File: src/rtl/aud_clk_pkg.sv
package aud_clk_pkg;
    localparam int CFG_W  = 32;
    localparam int FR_W   = 9;
    localparam int BD_W   = 13;
    localparam int HALF_W = BD_W - 1;
    localparam int USED_W = 2 + FR_W + BD_W;

    // Field order matches the word: enable in bit 0, mode in bit 1,
    // frame divider above it, bit divider on top.
    typedef struct packed {
        logic [BD_W-1:0] bdiv;
        logic [FR_W-1:0] fdiv;
        logic            tdm;
        logic            en;
    } cfg_t;

    function automatic logic [HALF_W-1:0] half_of(input logic [BD_W-1:0] d);
        if (d < BD_W'(2)) return HALF_W'(1);
        return d[BD_W-1:1];
    endfunction

    function automatic logic [FR_W-1:0] frame_of(input logic [FR_W-1:0] f);
        if (f < FR_W'(2)) return FR_W'(2);
        return f;
    endfunction
endpackage

File: src/rtl/aud_cfg_ctrl.sv
module aud_cfg_ctrl
    import aud_clk_pkg::*;
#(
    parameter int WORD_W = CFG_W
) (
    input  logic              clk,
    input  logic              rst_n,
    input  logic              cfg_we,
    input  logic [WORD_W-1:0] cfg_wdata,
    input  logic              wrap_now,
    output cfg_t              act_q,
    output logic              tdm_nx,
    output logic              start_now,
    output logic              stop_now
);
    typedef struct packed {
        cfg_t act;
        cfg_t pend;
        logic pend_v;
    } st_t;

    st_t  s_d, s_q;
    cfg_t wcfg;
    logic unused_hi;

    assign wcfg      = cfg_t'(cfg_wdata[USED_W-1:0]);
    assign unused_hi = ^cfg_wdata[WORD_W-1:USED_W];

    always_comb begin
        s_d       = s_q;
        start_now = cfg_we && wcfg.en && !s_q.act.en;
        stop_now  = cfg_we && !wcfg.en;
        if (stop_now) begin
            s_d.act    = '0;
            s_d.pend   = '0;
            s_d.pend_v = 1'b0;
        end else if (start_now) begin
            s_d.act = wcfg;
        end else begin
            if (wrap_now && s_q.pend_v) begin
                s_d.act    = s_q.pend;
                s_d.pend_v = 1'b0;
            end
            if (cfg_we) begin
                s_d.pend   = wcfg;
                s_d.pend_v = 1'b1;
            end
        end
        tdm_nx = s_d.act.tdm;
    end

    always_ff @(posedge clk or negedge rst_n) begin
        if (!rst_n) s_q <= '0;
        else        s_q <= s_d;
    end

    assign act_q = s_q.act;
endmodule

File: src/rtl/aud_bit_timer.sv
module aud_bit_timer #(
    parameter int HW = 12
) (
    input  logic          clk,
    input  logic          rst_n,
    input  logic          run,
    input  logic          stop_now,
    input  logic [HW-1:0] half,
    output logic          bclk,
    output logic          rise,
    output logic          fall,
    output logic          fall_now
);
    typedef struct packed {
        logic [HW-1:0] hcnt;
        logic          bclk;
        logic          rise;
        logic          fall;
    } st_t;

    st_t  s_d, s_q;
    logic tick;

    always_comb begin
        tick     = run && !stop_now && (s_q.hcnt == half - 1'b1);
        fall_now = tick && s_q.bclk;
        s_d      = s_q;
        s_d.rise = 1'b0;
        s_d.fall = 1'b0;
        if (stop_now || !run) begin
            s_d = '0;
        end else if (tick) begin
            s_d.hcnt = '0;
            s_d.bclk = !s_q.bclk;
            s_d.rise = !s_q.bclk;
            s_d.fall = s_q.bclk;
        end else begin
            s_d.hcnt = s_q.hcnt + 1'b1;
        end
    end

    always_ff @(posedge clk or negedge rst_n) begin
        if (!rst_n) s_q <= '0;
        else        s_q <= s_d;
    end

    assign bclk = s_q.bclk;
    assign rise = s_q.rise;
    assign fall = s_q.fall;
endmodule

File: src/rtl/aud_frame_timer.sv
module aud_frame_timer #(
    parameter int FW = 9
) (
    input  logic          clk,
    input  logic          rst_n,
    input  logic          run,
    input  logic          start_now,
    input  logic          stop_now,
    input  logic          fall_now,
    input  logic [FW-1:0] flen,
    input  logic          tdm,
    input  logic          tdm_nx,
    output logic          fclk,
    output logic          fstart,
    output logic          wrap_now
);
    typedef struct packed {
        logic [FW-1:0] bitcnt;
        logic          fclk;
        logic          fstart;
    } st_t;

    st_t           s_d, s_q;
    logic [FW-1:0] nxt;

    always_comb begin
        wrap_now   = fall_now && (s_q.bitcnt == flen - 1'b1);
        nxt        = s_q.bitcnt + 1'b1;
        s_d        = s_q;
        s_d.fstart = 1'b0;
        if (stop_now || (!run && !start_now)) begin
            s_d = '0;
        end else if (start_now || wrap_now) begin
            s_d.bitcnt = '0;
            s_d.fstart = 1'b1;
            s_d.fclk   = tdm_nx;
        end else if (fall_now) begin
            s_d.bitcnt = nxt;
            s_d.fclk   = tdm ? 1'b0 : (nxt >= (flen >> 1));
        end
    end

    always_ff @(posedge clk or negedge rst_n) begin
        if (!rst_n) s_q <= '0;
        else        s_q <= s_d;
    end

    assign fclk   = s_q.fclk;
    assign fstart = s_q.fstart;
endmodule

File: src/rtl/aud_clkgen.sv
module aud_clkgen
    import aud_clk_pkg::*;
(
    input  logic             clk,
    input  logic             rst_n,
    input  logic             cfg_we,
    input  logic [CFG_W-1:0] cfg_wdata,
    output logic             bclk,
    output logic             fclk,
    output logic             bclk_rise,
    output logic             bclk_fall,
    output logic             frame_start
);
    cfg_t              act_q;
    logic              tdm_nx, start_now, stop_now, wrap_now, fall_now;
    logic [HALF_W-1:0] half;
    logic [FR_W-1:0]   flen;

    assign half = half_of(act_q.bdiv);
    assign flen = frame_of(act_q.fdiv);

    aud_cfg_ctrl #(.WORD_W(CFG_W)) u_cfg (
        .clk(clk), .rst_n(rst_n), .cfg_we(cfg_we), .cfg_wdata(cfg_wdata),
        .wrap_now(wrap_now), .act_q(act_q), .tdm_nx(tdm_nx),
        .start_now(start_now), .stop_now(stop_now)
    );

    aud_bit_timer #(.HW(HALF_W)) u_bit (
        .clk(clk), .rst_n(rst_n), .run(act_q.en), .stop_now(stop_now),
        .half(half), .bclk(bclk), .rise(bclk_rise), .fall(bclk_fall),
        .fall_now(fall_now)
    );

    aud_frame_timer #(.FW(FR_W)) u_frm (
        .clk(clk), .rst_n(rst_n), .run(act_q.en), .start_now(start_now),
        .stop_now(stop_now), .fall_now(fall_now), .flen(flen),
        .tdm(act_q.tdm), .tdm_nx(tdm_nx), .fclk(fclk),
        .fstart(frame_start), .wrap_now(wrap_now)
    );
endmodule

File: config.mk
export PLATFORM = sky130hd
export DESIGN_NAME = aud_clkgen
export DESIGN_NICKNAME = d
export VERILOG_FILES = /design/src/rtl/aud_clk_pkg.sv /design/src/rtl/aud_cfg_ctrl.sv /design/src/rtl/aud_bit_timer.sv /design/src/rtl/aud_frame_timer.sv /design/src/rtl/aud_clkgen.sv
export SDC_FILE = /design/constraint.sdc
export NUM_CORES = 1
export LEC_CHECK = 0
export BUFFER_PORTS_ARGS = -buffer_cell sky130_fd_sc_hd__buf_2
export CAP_MARGIN = 10
export CORE_ASPECT_RATIO = 0.8
export CORE_UTILIZATION = 23
export CTS_BUF_LIST = sky130_fd_sc_hd__clkbuf_16
export CTS_CLUSTER_DIAMETER = 50
export DETAILED_ROUTE_END_ITERATION = 8
export SLEW_MARGIN = 20
export SYNTH_ARGS = -nofsm -noshare
export SYNTH_HDL_FRONTEND = slang
export SYNTH_SLANG_ARGS = --single-unit
export TNS_END_PERCENT = 1
File: constraint.sdc
create_clock -name clk -period 4.1 [get_ports clk]
set_clock_uncertainty 0.05 [all_clocks]
set_input_delay 0.41 -clock clk [delete_from_list [all_inputs] [get_ports clk]]
set_output_delay 0.41 -clock clk [all_outputs]
set_load 0.01 [all_outputs]
==> metrics <==
Avg WL per Cell=15.2 µm; Crit. Startpoint=u_cfg.act_q[21]; Die Height=123 µm; setup TNS=0 ns; Final period util=0.937; overall routed net length=between 10 and 15 mm; slew margin rel.=0.325; first-pass GRT wire length=17.9 mm; slowest CP cell=or4b_1; leakage=2.19 nW; RSZ-0062 raised after global routing=no; Setup CP Type=reg2reg; Layout area overhead=16.3%; Buf/Inv on CP=1; antenna violations before repair=0; max-slew violations=0; clock transition at the registers of the reported paths=about 0.060 ns; RePlAce Congestion=0.885; Crit. End Element=register; layout cells sized above 1=0.138; Final Setup Violations=0; RR Startpoint=u_cfg.act_q[21]; Chip Width=154 µm; Crit path arrival time=4.01 ns; Vias/cell=4.82; Pre-antenna DRT Iters=4; GRT Util Overall=0.122; clk_lat worst skew=0.34 ns; I/O Buffers=30; fmax=260 MHz; Mapped Cells=438; HPWL after DPL=7.77 mm; Max VDD drop=~0.00021 V; Yosys top cell area share=0.432; Worst R2R Setup Slack=roughly 0.26 ns; final setup margin=approximately 0.26 ns; Synthesized Nets=485; CP Cell Sequence=nor4_2, a31oi_2, ha_1, or4b_1, nor4_4, xnor2_1, a221o_1, nor4b_4, and2_1, buf_12, nor2_1, a221o_1; Seq/Total Area, Yosys=0.432; outcome=completed; full die area=about 19000 µm²; row cnt=43; Vias=around 3400; Async S/R FF share, synth=1.00; Post-DP Area=4630 µm²; htree depth=3; Yosys Warn Count=0; Mapped Avg Cell Area=9.65 µm²; reg2reg end=u_cfg.act_q[21]; filler instances=1873; ys flop type=dfrtp_1; Post-CTS Hold Buffers=0; fin area=between 4000 and 5000 µm²; FF+latch count, synth=73; reg2reg path depth=12; Hold Crit Class=in2async; Final min period=3.84 ns; total CTS buffers=9; WP depth=12; post-synth cell types=54; Root Driver=clkbuf_16; number of diodes=0; power after layout=between 1.5 and 2 mW; most instantiated library cell after synthesis=dfrtp_1; remaining antenna violation count=0; count of flip-flops with a built-in enable after synthesis=0; Post-Route Utilization=0.279; number of clock sinks=between 70 and 80; Max Cap Viol=0; pwr dens=roughly 400 nW/µm²; worst slack, placed=around 0.18 ns; CTS tree=built; Crit path max-delay family=simple AND/OR/NAND/NOR gates; # IOs=40; # DRC=0; area leader, netlist=dfrtp_1; Placed Cells=680; CP peak stage delay=0.60 ns; synthesized area=4230 µm²; vias in the first global route=3333; Critical Path RT=4.26 ns; Post-synth top cells=dfrtp_1, nor2_1, nand2_1; Min Hold Slack=0.154 ns; final net count=513; Least-Margin Pin Slew=1.01 ns; pin count of the biggest net entering global routing=44; DRT iter0 DRCs=237; core area=17600 µm²; CP Max Fanout=43; ranking of synthesized cells by area=dfrtp_1, xnor2_1, a221o_1; Starting Density=0.240; crit start category=register; grt total ovfl=0; maximum buffer depth of the clock tree=2; crit path capture=u_cfg.act_q[21]; CP most frequent cell=a221o_1; Final Hold Vio Count=0; Finished Layout Cells=696
-- placed cells by master, fill, tap and decap left out, types with 2 or more instances in the layout --
| cell type | count |
|---|---|
| xor2_1 | 13 |
| or3_1 | 6 |
| or4_1 | 3 |
| a21o_1 | 2 |
| or2_2 | 3 |
| a211oi_1 | 2 |
| nor4_2 | 2 |
| a22o_1 | 22 |
| nor3_1 | 21 |
| and3_1 | 12 |
| buf_4 | 9 |
| nor3b_1 | 3 |
| o21a_1 | 3 |
| nand4_1 | 8 |
| a2111o_1 | 2 |
| a221o_1 | 22 |
| xnor2_1 | 31 |
| buf_2 | 30 |
| nor2_1 | 39 |
| inv_1 | 17 |
| inv_6 | 2 |
| clkinvlp_4 | 2 |
| nand3_1 | 17 |
| o21ai_0 | 17 |
| clkbuf_16 | 9 |
| dfrtp_1 | 73 |
| a21oi_1 | 5 |
| ha_1 | 12 |
| and2_1 | 6 |
| nor4_1 | 4 |
| o31ai_1 | 5 |
| o2111ai_1 | 2 |
| a221oi_1 | 2 |
| nand2_1 | 34 |
| clkinv_1 | 3 |
| nor2b_1 | 6 |
-- metal layers --
metal / global-route usage / vias to the layer above / part of all wire
li1: - / 1669 / -
met1: 0.180 / 1622 / 0.55
met2: 0.177 / 48 / 0.41
met3: 0.0168 / 13 / 0.029
met4: 0.0563 / 0 / 0.017
met5: 0 / - / 0
-- kinds of logic after synthesis --
group,Yosys count,share of synthesized area
mux,1,0.00237
buf+inv,41,0.0438
fa+ha+maj,12,0.0355
flops,73,0.432
xor+xnor,44,0.0912
simple gates,172,0.213
compound gates,95,0.182
-- cell type report --
type                       instances  area, µm²  share of cell area
multi-input combinational        324       2230               0.454
sequential                        73       1830               0.372
tap                              225        282              0.0573
timing repair buffer              40        238              0.0483
clock buffer                       9        225              0.0458
inverter                          18       67.6              0.0137
clock inverter                     7       45.0             0.00916
-- how the worst min path moves through the flow --
stage                       startpoint       endpoint  depth (start not counted)
after floorplan                  rst_n     u_bit.bclk                          0
after detailed placement  u_cfg.s_q[1]   u_cfg.s_q[1]                          1
final                            rst_n  u_cfg.s_q[21]                          1
after CTS                        rst_n  u_cfg.s_q[18]                          1
after global placement    u_cfg.s_q[1]   u_cfg.s_q[1]                          1
after global routing             rst_n  u_cfg.s_q[19]                          1
-- what timing repair did --
| action | 4_1_cts | 5_1_grt |
|---|---|---|
| gates resized for setup | 0 | 3 |
| buffers inserted | 0 | 0 |
| endpoints found under the setup margin | 0 | 23 |
-- power breakdown --
group / internal [mW] / switching [mW]
sequential: 0.767 / 0.0484
clock: 0.408 / 0.316
combinational: 0.192 / 0.236
total: 1.37 / 0.600
-- state kept, by name, summed over array words and instances (netlist names) --
name          cells
u_cfg.s_q        24
u_cfg.act_q      23
u_bit.s_q        12
u_frm.s_q         9
u_bit.bclk        1
u_bit.fall        1
u_bit.rise        1
u_frm.fclk        1
u_frm.fstart      1
Note: power is estimated with default switching activity, not from simulation.
